**config.mk**
```make
export PLATFORM = sky130hd
export DESIGN_NAME = cn_notify
export DESIGN_NICKNAME = d
export VERILOG_FILES = /design/src/rtl/cn_pkg.sv /design/src/rtl/cn_regs.sv /design/src/rtl/cn_detect.sv /design/src/rtl/cn_pull.sv /design/src/rtl/cn_notify.sv
export SDC_FILE = /design/constraint.sdc
export NUM_CORES = 1
export LEC_CHECK = 0
export BUFFER_PORTS_ARGS = -buffer_cell sky130_fd_sc_hd__buf_2
export CORE_AREA = 2 2 160 162
export CTS_CLUSTER_SIZE = 14
export DETAILED_ROUTE_END_ITERATION = 10
export DIE_AREA = 0 0 162 164
export SYNTH_ARGS = -nofsm -noshare
export SYNTH_HDL_FRONTEND = slang
export SYNTH_SLANG_ARGS = --single-unit
```
**constraint.sdc**
```tcl
create_clock -name clk -period 1.1 [get_ports clk]
set_input_delay 0.11 -clock clk [delete_from_list [all_inputs] [get_ports clk]]
set_output_delay 0.11 -clock clk [all_outputs]
set_load 0.02 [all_outputs]
```
**src/rtl/cn_pkg.sv**
```systemverilog
package cn_pkg;
  // Register map; offsets are decoded by the register file and the bench.
  localparam int unsigned ADR_IEN_LO  = 0;
  localparam int unsigned ADR_IEN_HI  = 1;
  localparam int unsigned ADR_PU_LO   = 2;
  localparam int unsigned ADR_PU_HI   = 3;
  localparam int unsigned ADR_PD_LO   = 4;
  localparam int unsigned ADR_PD_HI   = 5;
  localparam int unsigned ADR_STAT    = 6;
  localparam int unsigned ADR_CONF_LO = 7;
  localparam int unsigned ADR_CONF_HI = 8;
  localparam int unsigned STAT_IRQ_BIT  = 0;
  localparam int unsigned STAT_WAKE_BIT = 1;
endpackage

```
**src/rtl/cn_regs.sv**
```systemverilog
module cn_regs
  import cn_pkg::*;
#(
  parameter int unsigned N  = 23,
  parameter int unsigned BW = 16,
  parameter int unsigned AW = 4
) (
  input  logic          clk,
  input  logic          rst,
  input  logic          wr,
  input  logic [AW-1:0] addr,
  input  logic [BW-1:0] wdata,
  input  logic          irq,
  input  logic          wake,
  input  logic [N-1:0]  conf,
  output logic [N-1:0]  ien,
  output logic [N-1:0]  pu,
  output logic [N-1:0]  pd,
  output logic          stat_clr,
  output logic [BW-1:0] rdata
);
  localparam int unsigned HW = N - BW;

  logic [N-1:0]  ien_q, pu_q, pd_q;
  logic [BW-1:0] rd_mux;

  function automatic logic [BW-1:0] hi_part(input logic [N-1:0] v);
    return BW'(v[N-1:BW]);
  endfunction

  always_ff @(posedge clk) begin
    if (rst) begin
      ien_q <= '0;
      pu_q  <= '0;
      pd_q  <= '0;
    end else if (wr) begin
      case (32'(addr))
        ADR_IEN_LO: ien_q[BW-1:0] <= wdata;
        ADR_IEN_HI: ien_q[N-1:BW] <= wdata[HW-1:0];
        ADR_PU_LO:  pu_q[BW-1:0]  <= wdata;
        ADR_PU_HI:  pu_q[N-1:BW]  <= wdata[HW-1:0];
        ADR_PD_LO:  pd_q[BW-1:0]  <= wdata;
        ADR_PD_HI:  pd_q[N-1:BW]  <= wdata[HW-1:0];
        default: ;
      endcase
    end
  end

  assign stat_clr = wr && (32'(addr) == ADR_STAT) && wdata[STAT_IRQ_BIT];

  always_comb begin
    rd_mux = '0;
    case (32'(addr))
      ADR_IEN_LO:  rd_mux = ien_q[BW-1:0];
      ADR_IEN_HI:  rd_mux = hi_part(ien_q);
      ADR_PU_LO:   rd_mux = pu_q[BW-1:0];
      ADR_PU_HI:   rd_mux = hi_part(pu_q);
      ADR_PD_LO:   rd_mux = pd_q[BW-1:0];
      ADR_PD_HI:   rd_mux = hi_part(pd_q);
      ADR_STAT: begin
        rd_mux[STAT_IRQ_BIT]  = irq;
        rd_mux[STAT_WAKE_BIT] = wake;
      end
      ADR_CONF_LO: rd_mux = conf[BW-1:0];
      ADR_CONF_HI: rd_mux = hi_part(conf);
      default:     rd_mux = '0;
    endcase
  end

  always_ff @(posedge clk) begin
    if (rst) rdata <= '0;
    else     rdata <= rd_mux;
  end

  assign ien = ien_q;
  assign pu  = pu_q;
  assign pd  = pd_q;
endmodule

```
**src/rtl/cn_detect.sv**
```systemverilog
module cn_detect #(
  parameter int unsigned N    = 23,
  parameter int unsigned SYNC = 2
) (
  input  logic         clk,
  input  logic         rst,
  input  logic         sleep_i,
  input  logic [N-1:0] pin_i,
  input  logic [N-1:0] ien,
  input  logic         clr,
  output logic         irq_o,
  output logic         wake_o
);
  logic [N-1:0]    sync_q [SYNC];
  logic [N-1:0]    pin_s, ref_q;
  logic [SYNC-1:0] wk_s;
  logic            clr_ok, hit, async_hit, wake_q, wake_take, irq_q;

  // Pin synchronizer chain
  always_ff @(posedge clk) begin
    if (rst) begin
      for (int s = 0; s < SYNC; s++) sync_q[s] <= '0;
    end else begin
      sync_q[0] <= pin_i;
      for (int s = 1; s < SYNC; s++) sync_q[s] <= sync_q[s-1];
    end
  end
  assign pin_s = sync_q[SYNC-1];

  assign clr_ok = clr & ~sleep_i;

  // Reference: tracks disabled pins, holds enabled ones, reloads on clear
  always_ff @(posedge clk) begin
    if (rst)         ref_q <= '0;
    else if (clr_ok) ref_q <= pin_s;
    else             ref_q <= (ref_q & ien) | (pin_s & ~ien);
  end

  assign hit       = ~sleep_i & (|(ien & (pin_s ^ ref_q)));
  assign async_hit = sleep_i & (|(ien & (pin_i ^ ref_q)));

  // Wake flag: set without a clock, cleared once handed to the clock domain
  always_ff @(posedge clk or posedge async_hit) begin
    if (async_hit)            wake_q <= 1'b1;
    else if (rst | wake_take) wake_q <= 1'b0;
  end

  always_ff @(posedge clk) begin
    if (rst | wake_take) wk_s <= '0;
    else                 wk_s <= {wk_s[SYNC-2:0], wake_q};
  end
  assign wake_take = wk_s[SYNC-1] & ~sleep_i;

  always_ff @(posedge clk) begin
    if (rst) irq_q <= 1'b0;
    else     irq_q <= (irq_q & ~clr_ok) | wake_take | (hit & ~clr_ok);
  end

  assign irq_o  = irq_q;
  assign wake_o = wake_q;
endmodule

```
**src/rtl/cn_pull.sv**
```systemverilog
module cn_pull #(
  parameter int unsigned N = 23
) (
  input  logic         clk,
  input  logic         rst,
  input  logic [N-1:0] pu,
  input  logic [N-1:0] pd,
  input  logic [N-1:0] dir_out,
  output logic [N-1:0] pu_en_o,
  output logic [N-1:0] pd_en_o,
  output logic [N-1:0] conf_o
);
  always_ff @(posedge clk) begin
    if (rst) begin
      pu_en_o <= '0;
      pd_en_o <= '0;
      conf_o  <= '0;
    end else begin
      pu_en_o <= pu & ~dir_out;
      pd_en_o <= pd & ~pu & ~dir_out;
      conf_o  <= pu & pd;
    end
  end
endmodule

```
**src/rtl/cn_notify.sv**
```systemverilog
module cn_notify #(
  parameter int unsigned NUM_PINS = 23,
  parameter int unsigned BUS_W    = 16,
  parameter int unsigned ADDR_W   = 4,
  parameter int unsigned SYNC     = 2
) (
  input  logic                clk,
  input  logic                rst,
  input  logic                sleep_i,
  input  logic [NUM_PINS-1:0] pin_i,
  input  logic [NUM_PINS-1:0] pin_dir_out_i,
  input  logic                irq_clr_i,
  input  logic                bus_wr,
  input  logic [ADDR_W-1:0]   bus_addr,
  input  logic [BUS_W-1:0]    bus_wdata,
  output logic [BUS_W-1:0]    bus_rdata,
  output logic                irq_o,
  output logic                wake_o,
  output logic [NUM_PINS-1:0] pu_en_o,
  output logic [NUM_PINS-1:0] pd_en_o
);
  logic [NUM_PINS-1:0] ien, pu, pd, conf;
  logic                stat_clr;

  cn_regs #(.N(NUM_PINS), .BW(BUS_W), .AW(ADDR_W)) u_regs (
    .clk(clk), .rst(rst), .wr(bus_wr), .addr(bus_addr), .wdata(bus_wdata),
    .irq(irq_o), .wake(wake_o), .conf(conf),
    .ien(ien), .pu(pu), .pd(pd), .stat_clr(stat_clr), .rdata(bus_rdata)
  );

  cn_detect #(.N(NUM_PINS), .SYNC(SYNC)) u_detect (
    .clk(clk), .rst(rst), .sleep_i(sleep_i), .pin_i(pin_i), .ien(ien),
    .clr(irq_clr_i | stat_clr), .irq_o(irq_o), .wake_o(wake_o)
  );

  cn_pull #(.N(NUM_PINS)) u_pull (
    .clk(clk), .rst(rst), .pu(pu), .pd(pd), .dir_out(pin_dir_out_i),
    .pu_en_o(pu_en_o), .pd_en_o(pd_en_o), .conf_o(conf)
  );
endmodule

```
# --- Word-level counts from Yosys, hierarchy flattened ---
# Memories as Yosys holds them, arrays and structs flattened.
# Cells that the tools add are included.
word_totals:
  ramBits: 46
  reg_bits: 181
  n_memories: 1
  output_inout_bits: 64
  word_cells: 70
op_classes:
  n_reduce_logical: 11
  eq_ne: 8
  bitwise_logic: 28
  muxes: 8
memory_table:
  columns: ["memory", "words", "word_bits", "rd", "rd_ports_with_merged_regs", "write_ports", "line", "source"]
  rows:
  - ["u_detect.sync_q", 2, 23, 2, 0, 2, "cn_detect.sv:14", "logic [N-1:0] sync_q [SYNC];"]
op_table:
  columns: ["op", "count"]
  rows:
  - ["AND 23 bit", 8]
  - ["one-hot mux 14 bit (8 select lines)", 1]
  - ["two-way mux 23 bit", 3]
  - ["inverter 23 bit", 3]
  - ["OR reduction 23 bit", 2]
  - ["bitwise XOR 23 bit", 2]
  - ["OR 23 bit", 1]
  - ["one-hot mux 2 bit (9 select lines)", 1]
  - ["== test 4 x 3 -> 1 bit (second input constant)", 4]
  - ["AND reduction 2 bit", 6]
  - ["== test 4 x 2 -> 1 bit (second input constant)", 2]
  - ["AND 1 bit", 6]
  - ["OR 1 bit", 6]
  - ["== test 4 x 1 -> 1 bit (second input constant)", 1]
  - ["== test 4 bit (second input constant)", 1]
  - ["logical NOT 4 bit", 1]
  - ["two-way mux 1 bit", 3]
  - ["logical AND 1 bit", 2]
  - ["inverter 1 bit", 2]

# --- Longest topological paths before layout ---
depth:
  depth_word: 9
  ltp_mapped: 7
  ltp_nobuf: 5

# --- Cells and area by module ---
# Synthesis repeated with hierarchy kept, for this count alone.
hier_totals:
  cells_unflattened: 882
  area_unflattened_um2: 9012.4
modules_own_cells:
  columns: ["module", "cells_per_inst", "n_inst", "area_each_um2", "seq_area_each_um2"]
  rows:
  - ["cn_regs", 426, 1, 3883.7, 1701.6]
  - ["cn_detect", 309, 1, 2901.5, 1467.7]
  - ["cn_pull", 146, 1, 2220.9, 1381.3]
  - ["cn_notify", 1, 1, 6.3, 0.0]

# --- Worst setup path after synthesis ---
# No wires, ideal clock.
synth_path:
  path_type: "register -> register"
  from: "register (tool-made name)"
  to: "register u_detect.irq_q, in the netlist u_detect.irq_o"
  setup_ps: 133
  path_stages_with_launch: 6
  arrival_ps: 1245
  synth_period_minus_slack_ps: 1378
  setup_slack_ps: -278
  path_buffers: 0
  path_cell_list: "dfxtp_1 > xor2_1 > a222oi_1 > nand3_1 > o311ai_1 > a31oi_1"
synth_lines:
  columns: ["element", "line", "source"]
  rows:
  - ["end signal: assignment", "cn_detect.sv:56", "else irq_q <= (irq_q & ~clr_ok) | wake_take | (hit & ~clr_ok);"]
  - ["end: declaration", "cn_detect.sv:17", "logic clr_ok, hit, async_hit, wake_q, wake_take, irq_q;"]

# --- Worst setup path after layout ---
layout_path:
  from: "register u_detect.wake_q, in the netlist u_detect.wake_o"
  to: "output wake_o"
layout_lines:
  columns: ["element", "line", "source"]
  rows:
  - ["start: declaration", "cn_detect.sv:17", null]
  - ["start signal: assignment", "cn_detect.sv:44", "if (async_hit) wake_q <= 1'b1;"]
  - ["start signal: assignment", "cn_detect.sv:45", "else if (rst | wake_take) wake_q <= 1'b0;"]
  - ["end: declaration", "cn_notify.sv:18", "output logic wake_o,"]
# No word-level cell between the ends.

==> results.cfg <==
[clocking]
clkSinkCount = 227
cts_tree = yes
insertion_delay_ns = 0.52
clk_path_buf_depth = 3
h-tree-depth = 1
cts_root_buffer = clkbuf_16
clk_pin_slew_ns = 0.06
cts_buffers = 25

[worst_setup_path]
crit_chain = buf_6 > buf_6
r2r-start = u_detect.sync_q[0][27]
start_kind = flip-flop
r2r.worst_path.cells = 5
crit_type = flip-flop to output port
cp_data_arrival_time_ns = 1.26
regToRegSetupSlack_ns = -0.27
required_ns = 0.99
end_kind = output port
cp_top_family = flip-flops
cp_slowest_cell = dfstp_2
worst-path-max-fanout = 2
crit_top_cell = buf_6
worst_r2r_endpoint = u_detect.irq_o
slowest_delay_ns = 0.54
crit_buf_inv = 2

[synthesis]
synth_top_cell_area_share_pct = 53.0
muxShareOfSynthArea_pct = 6.97
synth_compound_area_share_pct = 12.3
yosys.area.top_type = dfxtp_1
ys_types = 48
avgSynthCellArea_um2 = 10.2
yosys_most_used_dff = dfxtp_1
synth_xor_area_share_pct = 4.72
ys_seq_area_share_pct = 53.3
syn_area_um2 = 8540
syn-num-nets = 912
synth-edff-count = 0
synthTopCellsByArea = dfxtp_1 53%, mux2i_1 5.4%, nand2_1 4.7%
synth_top_family_by_area = simple AND/OR/NAND/NOR gates
ys_ff_latch = 227
ys.warnings.count = 0
syn_inst = 841
synth-simple-area-share_pct = 19.8
synth-adder-area-share_pct = 0
synthArstFlopShare_pct = 0.441

[routing]
route.final.wire_length_mm = 24.9
first_iter_violations = 386
drc = 0
wl_per_cell_um = 16.5
ant_nets = 0
drt_first_pass_iters = 5
route.detailed.vias_per_inst = 4.75
num_vias = 7139

[sta]
finalCritPeriodShare_pct = 124
fin_crit_ns = 1.37
fmax_mhz = 730
slew_headroom_pct = 72.0
rsz0062_at_grt = yes
whs_ns = 0.0179
worst_pin_slew_ns = 0.420
setup_viol = 10
worst_slack_ns = -0.269
hold_viol = 0
clock_skew_ns = 0.0112
maxSlewViolCount = 0

[die]
die-area_um2 = 26600
io_pins = 135
fp.dieH_um = 164
core_um2 = 24800
start_util_pct = 34.4
dieWidth_um = 162
rows = 58

[cells_and_area]
fillerInstances = 2288
nets = 1228
utilization_pct = 50.4
antennaDiodeCount = 0
drive_gt1_share_pct = 34.6
area_growth_pct = 46.5

[run_status]
run_status = finished, violations left
violations = setup timing

[global_routing]
overflow = 0
grt.total_usage_pct = 18.4
grt_pass1_wl_mm = 38.3
grt_max_degree = 66
grt_pass1_vias = 6996
antenna_found_initial = 0

[power]
p_total_uw = 18200
powerDensity_nw_per_um2 = 1460
irDropWorstVdd_uv = 1060
p_leak_uw = 0.00555

[run]
maxCapViolCount = 0

[placed_design]
routabilityCongestion = 0.890
place_hpwl_mm = 17.9
numPortBuffers = 134

[min_path]
hp-class = primary input to flip-flop
hold_end = u_regs.pd[0]
holdPathStages = 4
worstHoldStart = bus_wdata[0]
worst register-to-register path: stages, from the launching register on:
cell,delay (ns)
dfxtp_2,0.32
xor2_1,0.15
a222oi_1,0.30
nand3_1,0.12
o311ai_1,0.25
a31oi_1,0.10
placed cells by master (no fill, tap or decap), drive strengths merged, types with 6 or more instances in the layout:
cell type	count
o21ai	26
buf	276
a21oi	63
a222oi	6
mux2	8
clkbuf	38
nand2	108
nor3b	25
a22oi	36
a22o	7
and2	6
dfxtp	226
mux2i	46
xor2	46
and3b	22
nor2b	51
dlygate4sd3	63
nor4b	24
nor2	53
stage by stage:
stage / setup TNS, ns / std cells / instance area [um2] / setup slack [ns]
global placement: -38.44 / 1392 / 10600 / -0.617
finish: -1.63 / 1503 / 12500 / -0.269
floorplan: -7.64 / 841 / 8660 / -0.170
CTS: -1.64 / 1503 / 12300 / -0.283
global route: -2.16 / 1503 / 12500 / -0.373
detailed placement: -37.73 / 1392 / 10600 / -0.570
logic make-up (layout without fill, tap and decap cells):
| group | after synthesis | after routing |
|---|---|---|
| xor+xnor | 46 | 46 |
| compound gates | 154 | 154 |
| buf+inv | 51 | 383 |
| mux | 56 | 56 |
| flops | 227 | 227 |
| simple gates | 307 | 307 |
what timing repair did:
item	CTS	global route
hold buffers	63	0
resized for setup	93	62
pin swaps	17	8
setup buffers	5	0
setup endpoints to repair	58	56
endpoints found under the hold margin	131	0
cells in the mapped netlist (6+ instances only):
cell,count
and3b_1,22
a22oi_1,36
nand2_1,108
clkbuf_1,27
nor3b_1,24
buf_2,12
nor2b_1,51
a22o_1,7
nor2_1,53
o21ai_1,6
o21ai_2,18
dfxtp_1,226
and2_1,6
a21oi_1,63
nor4b_1,23
xor2_1,46
a222oi_1,6
mux2i_1,46
worst max-delay path by stage:
stage,cells past startpoint,end,startpoint
2_1_floorplan,5,u_detect.irq_o,u_detect.sync_q[0][27]
3_3_place_gp,7,u_regs.pd[13],bus_addr[3]
3_5_place_dp,7,u_regs.pd[9],bus_addr[3]
4_1_cts,2,wake_o,u_detect.wake_o
5_1_grt,5,u_detect.irq_o,u_detect.sync_q[0][27]
6_report,2,wake_o,u_detect.wake_o
per-layer routing:
metal / GRT usage [%] / up-vias / share of wire [%]
li1: - / 3563 / -
met1: 24.7 / 3348 / 46
met2: 30.0 / 175 / 46
met3: 3.18 / 53 / 4.9
met4: 6.36 / 0 / 3.1
met5: 0 / - / 0
where the power goes:
| group | leakage [uW] | internal [uW] | switching, uW |
|---|---|---|---|
| Sequential | 0.00186 | 8360 | 83.4 |
| Combinational | 0.00328 | 679 | 703 |
| Clock | 0.000408 | 5160 | 3260 |
cell type report:
class	count	area [um2]	share of cell area, %
Tap cell	330	413	3.30
Sequential cell	227	4610	36.8
Clock inverter	5	81.3	0.650
Inverter	1	3.75	0.0300
Multi-Input combinational cell	563	3880	31.0
Timing Repair Buffer	339	2780	22.2
Clock buffer	38	754	6.03
Power figures use the tool's default switching activity.
